<file path="src/rtl/sfcordic_pkg.sv">
package sfcordic_pkg;
    localparam int ANG_W   = 16;              // angle word, fraction of a turn
    localparam int OCT_W   = 3;               // sector code width
    localparam int RES_W   = ANG_W - OCT_W;   // residual inside a sector
    localparam int OUT_W   = 16;              // result word
    localparam int GUARD   = 2;               // internal guard bits
    localparam int INT_W   = OUT_W + GUARD;   // internal vector width
    localparam int FRAC_I  = INT_W - 2;       // fractional bits inside
    localparam int I_FIRST = 2;               // first micro-rotation index
    localparam int Z_W     = ANG_W - I_FIRST; // angle bits driving stages
    localparam int N_STG   = Z_W;             // one stage per angle bit
    localparam int LAT     = N_STG + 2;       // prep + stages + output map
    localparam int MUL_FR  = 10;              // fraction bits of pi product
    localparam int PROD_W  = RES_W + 1 + 12;  // fold * (pi * 2^MUL_FR)
    localparam int ZF_W    = PROD_W - MUL_FR;

    // pi/8 in units of 2^-(I_FIRST+Z_W-1) rad, and the pi/8 start vector in Q1.FRAC_I
    localparam int PI8_Z   = 12868;
    localparam int COS8_Q  = 60547;
    localparam int SIN8_Q  = 25080;

    typedef struct packed {
        logic                    vld;
        logic [OCT_W-1:0]        oct;
        logic [Z_W-1:0]          z;
        logic signed [INT_W-1:0] x;
        logic signed [INT_W-1:0] y;
    } rot_t;

    typedef struct packed {
        logic                    vld;
        logic signed [OUT_W-1:0] c;
        logic signed [OUT_W-1:0] s;
    } res_t;
endpackage

</file>
<file path="src/rtl/sfcordic_prep.sv">
module sfcordic_prep
    import sfcordic_pkg::*;
(
    input  logic             clk,
    input  logic             rst,
    input  logic             vld_i,
    input  logic [ANG_W-1:0] ang_i,
    output rot_t             st_o
);
    localparam logic [RES_W:0]          SECTOR = (RES_W+1)'(1 << RES_W);
    localparam logic [ZF_W-1:0]         PI8    = ZF_W'(PI8_Z);
    localparam logic signed [INT_W-1:0] X_ONE  = INT_W'(1 << FRAC_I);
    localparam logic signed [INT_W-1:0] X_C8   = INT_W'(COS8_Q);
    localparam logic signed [INT_W-1:0] Y_S8   = INT_W'(SIN8_Q);
    localparam logic [PROD_W-1:0]       RHALF  = PROD_W'(1 << (MUL_FR - 1));

    rot_t              st_d, st_q;
    logic [RES_W:0]    fold;
    logic [PROD_W-1:0] fw, prod;
    logic [ZF_W-1:0]   zf;

    always_comb begin
        st_d     = '0;
        st_d.vld = vld_i;
        st_d.oct = ang_i[ANG_W-1 -: OCT_W];
        // odd sectors measure from the far edge
        if (st_d.oct[0]) fold = SECTOR - {1'b0, ang_i[RES_W-1:0]};
        else             fold = {1'b0, ang_i[RES_W-1:0]};
        // radians = fold * pi * 2^-15 ; pi*1024 ~ 2048+1024+128+16+1
        fw   = PROD_W'(fold);
        prod = (fw << 11) + (fw << 10) + (fw << 7) + (fw << 4) + fw + RHALF;
        zf   = prod[PROD_W-1:MUL_FR];
        if (zf >= PI8) begin
            st_d.z = Z_W'(zf - PI8);
            st_d.x = X_C8;
            st_d.y = Y_S8;
        end else begin
            st_d.z = Z_W'(zf);
            st_d.x = X_ONE;
            st_d.y = '0;
        end
    end

    always_ff @(posedge clk) begin
        if (rst) st_q <= '0;
        else     st_q <= st_d;
    end

    assign st_o = st_q;
endmodule

</file>
<file path="src/rtl/sfcordic_stage.sv">
module sfcordic_stage
    import sfcordic_pkg::*;
#(
    parameter int IDX = I_FIRST
) (
    input  logic clk,
    input  logic rst,
    input  rot_t st_i,
    output rot_t st_o
);
    localparam int SH1 = IDX;
    localparam int SH2 = 2 * IDX + 1;
    localparam int SH3 = 3 * IDX;
    localparam int ZB  = Z_W - 1 + I_FIRST - IDX;

    rot_t st_d, st_q;
    logic signed [INT_W-1:0] nx, ny;

    // v/6 ~ v*(1/8+1/32+1/128+1/512+1/2048)
    function automatic logic signed [INT_W-1:0] div6(input logic signed [INT_W-1:0] v);
        return (v >>> 3) + (v >>> 5) + (v >>> 7) + (v >>> 9) + (v >>> 11);
    endfunction

    always_comb begin
        nx   = st_i.x - (st_i.x >>> SH2) - (st_i.y >>> SH1) + div6(st_i.y >>> SH3);
        ny   = st_i.y - (st_i.y >>> SH2) + (st_i.x >>> SH1) - div6(st_i.x >>> SH3);
        st_d = st_i;
        if (st_i.z[ZB]) begin
            st_d.x = nx;
            st_d.y = ny;
        end
    end

    always_ff @(posedge clk) begin
        if (rst) st_q <= '0;
        else     st_q <= st_d;
    end

    assign st_o = st_q;
endmodule

</file>
<file path="src/rtl/sfcordic_post.sv">
module sfcordic_post
    import sfcordic_pkg::*;
(
    input  logic clk,
    input  logic rst,
    input  rot_t st_i,
    output res_t res_o
);
    localparam logic signed [INT_W-1:0] RND = INT_W'(1 << (GUARD - 1));

    res_t res_d, res_q;
    logic signed [INT_W-1:0] xr, yr;
    logic signed [OUT_W-1:0] cu, su, cp, sp;

    always_comb begin
        xr = (st_i.x + RND) >>> GUARD;
        yr = (st_i.y + RND) >>> GUARD;
        cu = OUT_W'(xr);
        su = OUT_W'(yr);
        // upper half of a quadrant: cos and sin trade places
        if (st_i.oct[0]) begin
            cp = su;
            sp = cu;
        end else begin
            cp = cu;
            sp = su;
        end
        res_d     = '0;
        res_d.vld = st_i.vld;
        case (st_i.oct[OCT_W-1 -: 2])
            2'd0:    begin res_d.c = cp;  res_d.s = sp;  end
            2'd1:    begin res_d.c = -sp; res_d.s = cp;  end
            2'd2:    begin res_d.c = -cp; res_d.s = -sp; end
            default: begin res_d.c = sp;  res_d.s = -cp; end
        endcase
    end

    always_ff @(posedge clk) begin
        if (rst) res_q <= '0;
        else     res_q <= res_d;
    end

    assign res_o = res_q;
endmodule

</file>
<file path="src/rtl/sfcordic_rot.sv">
module sfcordic_rot
    import sfcordic_pkg::*;
(
    input  logic                    clk,
    input  logic                    rst,
    input  logic                    ang_vld,
    input  logic [ANG_W-1:0]        ang,
    output logic                    out_vld,
    output logic signed [OUT_W-1:0] out_cos,
    output logic signed [OUT_W-1:0] out_sin
);
    rot_t chain [N_STG+1];
    res_t res;

    sfcordic_prep i_prep (
        .clk   (clk),
        .rst   (rst),
        .vld_i (ang_vld),
        .ang_i (ang),
        .st_o  (chain[0])
    );

    for (genvar g = 0; g < N_STG; g++) begin : g_stage
        sfcordic_stage #(.IDX(I_FIRST + g)) i_stage (
            .clk  (clk),
            .rst  (rst),
            .st_i (chain[g]),
            .st_o (chain[g+1])
        );
    end

    sfcordic_post i_post (
        .clk   (clk),
        .rst   (rst),
        .st_i  (chain[N_STG]),
        .res_o (res)
    );

    assign out_vld = res.vld;
    assign out_cos = res.c;
    assign out_sin = res.s;
endmodule

</file>
<file path="config.mk">
export PLATFORM = sky130hd
export DESIGN_NAME = sfcordic_rot
export DESIGN_NICKNAME = d
export VERILOG_FILES = /design/src/rtl/sfcordic_pkg.sv /design/src/rtl/sfcordic_prep.sv /design/src/rtl/sfcordic_stage.sv /design/src/rtl/sfcordic_post.sv /design/src/rtl/sfcordic_rot.sv
export SDC_FILE = /design/constraint.sdc
export NUM_CORES = 2
export LEC_CHECK = 0
export ABC_AREA = 1
export BUFFER_PORTS_ARGS = -buffer_cell sky130_fd_sc_hd__buf_2
export CORE_AREA = 10 10 385 536
export DETAILED_ROUTE_END_ITERATION = 8
export DIE_AREA = 0 0 395 546
export PLACE_DENSITY = 0.64
export SLEW_MARGIN = 10
export SYNTH_ARGS = -nofsm -noshare
export SYNTH_HDL_FRONTEND = slang
export SYNTH_HIERARCHICAL = 1
export SYNTH_SLANG_ARGS = --single-unit
</file>
<file path="constraint.sdc">
create_clock -name clk -period 14.95 [get_ports clk]
set_clock_uncertainty 0.15 [all_clocks]
set_input_delay 1.495 -clock clk [delete_from_list [all_inputs] [get_ports clk]]
set_output_delay 1.495 -clock clk [all_outputs]
set_load 0.02 [all_outputs]
</file>
* After elaboration in Yosys (flattened, before gate mapping)
Index checks and enable logic that the tools add are counted.
** Operators by class
- $add $sub $neg :: 207
- $lt $le $gt $ge :: 1
- Equal/unequal tests :: 2
- Muxes and demuxes :: 19
- Reduce and logical (&&, ||, !) cells :: 1
** Operator list (count)
- two-way mux 36 bit :: 14
- adder 18 x 1 -> 18 bit :: 27
- subtractor 18 x 1 -> 18 bit :: 16
- adder 18 bit :: 14
- subtractor 18 bit :: 14
- case mux 32 bit (3 select lines) :: 1
- adder 2 x 1 -> 3 bit :: 22
- adder 4 x 1 -> 5 bit :: 13
- subtractor 18 x 11 -> 18 bit :: 3
- subtractor 18 x 13 -> 18 bit :: 3
- subtractor 18 x 3 -> 18 bit :: 3
- subtractor 18 x 5 -> 18 bit :: 3
- subtractor 18 x 7 -> 18 bit :: 3
- subtractor 18 x 9 -> 18 bit :: 3
- adder 3 x 1 -> 4 bit :: 13
- two-way mux 50 bit :: 1
- adder 1 x 1 -> 2 bit :: 22
- adder 18 x 3 -> 18 bit :: 2
- adder 18 x 3 -> 18 bit, second input constant :: 2
- two-way mux 16 bit :: 2
- negator 16 bit :: 2
- adder 25 x 24 -> 26 bit :: 1
- adder 26 x 10 -> 26 bit, second input constant :: 1
- adder 26 x 14 -> 26 bit :: 1
- other kinds (40) :: 44
** Word-level totals
- Flip-flop bits (word level) :: 738
- Input port bits :: 19
- Output and inout port bits :: 33
- Word-level logic and storage cells :: 307

* Logic depth before layout (Yosys ltp)
- Depth after elaboration :: 9
- Gate-level depth with buffers :: 34

* By module
The synthesis kept the hierarchy.
** Modules (own cells, without submodules)
- sfcordic_stage (g_stage[0].i_stage) :: times used 1, cells an instance 983, area an instance 7245.7 sq um, seq. area each 1081.0 sq um
- sfcordic_stage (g_stage[1].i_stage) :: times used 1, cells an instance 946, area an instance 6610.1 sq um, seq. area each 1081.0 sq um
- sfcordic_stage (g_stage[4].i_stage) :: times used 1, cells an instance 759, area an instance 5571.6 sq um, seq. area each 1081.0 sq um
- sfcordic_stage (g_stage[3].i_stage) :: times used 1, cells an instance 754, area an instance 5570.3 sq um, seq. area each 1081.0 sq um
- sfcordic_stage (g_stage[7].i_stage) :: times used 1, cells an instance 766, area an instance 5567.8 sq um, seq. area each 1081.0 sq um
- sfcordic_stage (g_stage[10].i_stage) :: times used 1, cells an instance 768, area an instance 5565.3 sq um, seq. area each 1081.0 sq um
- sfcordic_stage (g_stage[9].i_stage) :: times used 1, cells an instance 766, area an instance 5559.1 sq um, seq. area each 1081.0 sq um
- sfcordic_stage (g_stage[6].i_stage) :: times used 1, cells an instance 764, area an instance 5551.6 sq um, seq. area each 1081.0 sq um
- sfcordic_stage (g_stage[8].i_stage) :: times used 1, cells an instance 761, area an instance 5530.3 sq um, seq. area each 1081.0 sq um
- sfcordic_stage (g_stage[11].i_stage) :: times used 1, cells an instance 762, area an instance 5529.1 sq um, seq. area each 1081.0 sq um
- sfcordic_stage (g_stage[13].i_stage) :: times used 1, cells an instance 756, area an instance 5519.0 sq um, seq. area each 1081.0 sq um
- sfcordic_stage (g_stage[12].i_stage) :: times used 1, cells an instance 754, area an instance 5502.8 sq um, seq. area each 1081.0 sq um
- sfcordic_stage (g_stage[2].i_stage) :: times used 1, cells an instance 727, area an instance 5486.5 sq um, seq. area each 1081.0 sq um
- sfcordic_stage (g_stage[5].i_stage) :: times used 1, cells an instance 748, area an instance 5486.5 sq um, seq. area each 1081.0 sq um
- +2 rows

* Worst setup path before layout
No wires, ideal clock.
- Path kind :: input to register
- Start point :: in ang[0]
- End point :: reg i_prep.st_q, in the netlist i_prep/st_o[46]
- Library setup time :: 0.115 ns
- Arrival time :: 5.897 ns
- Path slack :: 8.788 ns
- Stages on the path :: 30
- Cell sequence :: inv_1 ha_1 nand2_2 nor2_1 nand2_1 o31ai_1 xor2_1 inv_1 fa_1 fa_1 inv_1 ha_1 ha_1 a21oi_1 o21ai_0 a21oi_1 nand2_1 nand2_1 nand2_1 nand2_1 nand2_1 nor2_2 nand2_1 nand3_1 nand2_1 inv_2 nand2_2 buf_4 a21oi_1 nor2_1
** On the way
- Cells in the longest elaborated chain, start to end :: 9
- Elaborated cells between the ends (all ways) :: 10
- Those cells by class :: 7 x add/sub; 1 x order compare; 2 x mux
** RTL lines
- start: declaration :: RTL line sfcordic_rot.sv:7 : input logic [ANG_W-1:0] ang,
- subtractor 14 x 13 -> 14 bit :: RTL line sfcordic_prep.sv:27 : if (st_d.oct[0]) fold = SECTOR - {1'b0, ang_i[RES_W-1:0]};
- two-way mux 14 bit * :: RTL line sfcordic_prep.sv:27
- adder 25 x 24 -> 26 bit :: RTL line sfcordic_prep.sv:31 : prod = (fw << 11) + (fw << 10) + (fw << 7) + (fw << 4) + fw + RHALF;
- adder 26 x 21 -> 26 bit :: RTL line sfcordic_prep.sv:31
- adder 26 x 18 -> 26 bit :: RTL line sfcordic_prep.sv:31
- adder 26 x 14 -> 26 bit * :: RTL line sfcordic_prep.sv:31
- adder 26 x 10 -> 26 bit * :: RTL line sfcordic_prep.sv:31
- subtractor 14 bit / >= comparator 16 x 14 -> 1 bit (equally long branches) :: RTL line sfcordic_prep.sv:34, sfcordic_prep.sv:33
- two-way mux 50 bit * :: RTL line sfcordic_prep.sv:33 : if (zf >= PI8) begin
- end signal: assignment :: RTL line sfcordic_prep.sv:46 : else st_q <= st_d;
- end: declaration :: RTL line sfcordic_prep.sv:17 : rot_t st_d, st_q;
Mark *: on every way between the ends. The rest lies on a longest branch, timed or not.
A chain may end at the register's enable or synchronous reset.

* Worst setup path in the final report
- Start point :: reg i_prep.st_q, in the netlist i_prep/st_o[13]
- End point :: reg g_stage[0].i_stage.st_q, in the netlist g_stage[0].i_stage/st_o[17]
** On the way
- Cells in the longest elaborated chain, start to end :: 4
** RTL lines
- subtractor 18 x 13 -> 18 bit :: RTL line sfcordic_stage.sv:26 : ny = st_i.y - (st_i.y >>> SH2) + (st_i.x >>> SH1) - div6(st_i.x >>> SH3);
- adder 18 x 16 -> 18 bit :: RTL line sfcordic_stage.sv:26
- subtractor 18 bit :: RTL line sfcordic_stage.sv:26
- two-way mux 36 bit :: RTL line sfcordic_stage.sv:28 : if (st_i.z[ZB]) begin
- end signal: assignment :: RTL line sfcordic_stage.sv:36 : else st_q <= st_d;
- end: declaration :: RTL line sfcordic_stage.sv:16 : rot_t st_d, st_q;
Every way passes these cells.

==> impl_metrics.env <==
export IMPL_status="finished, final reports clean"
export IMPL_totalWireLength_microns=238900
export IMPL_grt_max_degree=154
export IMPL_max_slew_worst_pin_slew_ns=1.123
export IMPL_yosys_warnings=6
export IMPL_crit_fanout=35
export IMPL_drtIter0Drc=3756
export IMPL_postCtsSetupBuffers=0
export IMPL_dr_pass1_iters=8
export IMPL_end_kind="flip-flop"
export IMPL_drc=0
export IMPL_most_common_layout_cells="inv_1 (2963), nand2_1 (2311), nor2_1 (993)"
export IMPL_hp_class="reg -> reg"
export IMPL_max_freq_mhz=139.2
export IMPL_finalCriticalPeriod_ns=7.184
export IMPL_antenna_found_initial=0
export IMPL_clock_sinks=702
export IMPL_fillers=20533
export IMPL_portBuffers=51
export IMPL_cts_tree="built"
export IMPL_num_io_pins=52
export IMPL_grt_pass1_wl_microns=385000
export IMPL_hp_start="g_stage[6].i_stage/st_o[37]$_SDFF_PP0_"
export IMPL_seqCellArea_sq_um=14080
export IMPL_wl_met2_microns=127000
export IMPL_overflow=0
export IMPL_diodes=0
export IMPL_reg2reg_from="i_prep/st_o[13]$_SDFF_PP0_"
export IMPL_r2r_slack_ns=7.77
export IMPL_synth_avg_cell_area_sq_um=7.126
export IMPL_ctsHoldBuffers=0
export IMPL_cp_slowest_cell="dfxtp_2"
export IMPL_die_h_microns=546
export IMPL_slew_viol_final=0
export IMPL_syn_inst=11926
export IMPL_vias=71206
export IMPL_worstSetupPathType="reg -> reg"
export IMPL_max_slew_margin=0.2485
export IMPL_max_cap_violations=0
export IMPL_hpwl_microns=197200
export IMPL_rr_endpoint="g_stage[0].i_stage/st_o[17]$_SDFF_PP0_"
export IMPL_whs_endpoint="g_stage[7].i_stage/st_o[37]$_SDFF_PP0_"
export IMPL_final_instance_count_excl_fill=14618
export IMPL_wl_per_cell_microns=16.34
export IMPL_root_buffer="clkbuf_16"
export IMPL_top_layer_used="met4"
export IMPL_nets=13616
export IMPL_dr_wl_met3_microns=6267
export IMPL_final_util=0.4629
export IMPL_dieArea_sq_um=215700
export IMPL_final_common_cell="inv_1"
export IMPL_synth_area_sq_um=84980
export IMPL_fin_crit_sh=0.4806
export IMPL_arrival_ns=7.64
export IMPL_hold_viol=0
export IMPL_met1_length_microns=87840
export IMPL_start_util=0.4323
export IMPL_critPathLaunchType="flip-flop"
export IMPL_cts_htree_levels=3
export IMPL_fp_row_count=193
export IMPL_rsz0062_at_grt="false"
export IMPL_gp_congestion=0.9401
export IMPL_cts_resized=0
export IMPL_numCtsBuffers=81
export IMPL_clk_latency_ns=0.74
export IMPL_die_x_microns=395
export IMPL_grt_pass1_vias=72939
export IMPL_area_growth_pct=7.070
export IMPL_setup_tns_ns=0
export IMPL_dp_cells=14469
export IMPL_holdPathStages=2
export IMPL_core_sq_um=196600
export IMPL_cts_clk_slew_worst_paths_ns=0.06
export IMPL_track_usage=0.2208
export IMPL_multi_input_area_sq_um=58660
export IMPL_setup_violations=0
export IMPL_clock_path_buffers=3
export IMPL_worst_path_most_repeated_cell="nand2_1"
export IMPL_crit_required_ns=15.40
export IMPL_drive_gt1_frac=0.05448
export IMPL_ant_nets=0
export IMPL_via_per_inst=4.871
export IMPL_r2r_cells=29
export IMPL_slowest_delay_ns=0.82
[through the flow]
| stage | worst slack (ns) | hold slack [ns] | area [sq um] |
|---|---|---|---|
| 2_1_floorplan | 8.788 | 0.2383 | 85050 |
| 3_3_place_gp | 7.241 | 0.2393 | 88060 |
| 3_5_place_dp | 7.293 | 0.2416 | 88060 |
| 4_1_cts | 7.715 | 0.2187 | 90990 |
| 5_1_grt | 7.230 | 0.2355 | 90990 |
| 6_report | 7.766 | 0.2242 | 90990 |
[critical path, delay by kind of cell, from the launching register on]
family          cells  cell delay [ns]
compound gates      2             0.30
xor+xnor            1             0.21
fa+ha+maj           7             3.25
buf+inv             7             1.12
flops               1             0.82
simple gates       12             1.11
[sequential cells by signal, indices dropped and copies added, names as in the netlist]
register,count
i_post/res_o,33
i_prep/st_o,20
g_stage.i_stage/st_o,649
[layer usage]
layer / GRT usage / vias up
met5: 0 / -
met4: 0.1383 / 0
met3: 0.01865 / 585
met2: 0.4257 / 1363
met1: 0.2266 / 33231
li1: - / 36027
[cell type report]
type / count / share of cell area
Multi-Input combinational cell: 8024 / 0.6447
Sequential cell: 702 / 0.1547
Inverter: 2989 / 0.1233
Tap cell: 2632 / 0.03619
Clock buffer: 99 / 0.02423
Timing Repair Buffer: 122 / 0.008911
Clock inverter: 50 / 0.007921
[worst max path at each step]
stage | from | endpoint | depth (start not counted)
after floorplan | ang[0] | i_prep/st_o[46]$_SDFF_PP0_ | 30
after global placement | ang[0] | i_prep/st_o[40]$_SDFF_PP0_ | 30
after detailed placement | ang[0] | i_prep/st_o[44]$_SDFF_PP0_ | 30
after CTS | i_prep/st_o[13]$_SDFF_PP0_ | g_stage[0].i_stage/st_o[17]$_SDFF_PP0_ | 29
after global routing | i_prep/st_o[13]$_SDFF_PP0_ | g_stage[0].i_stage/st_o[17]$_SDFF_PP0_ | 29
final | i_prep/st_o[13]$_SDFF_PP0_ | g_stage[0].i_stage/st_o[17]$_SDFF_PP0_ | 29
Power is not shown: default switching activity piles up to over one toggle a cycle in this logic, so the estimate is an artifact.
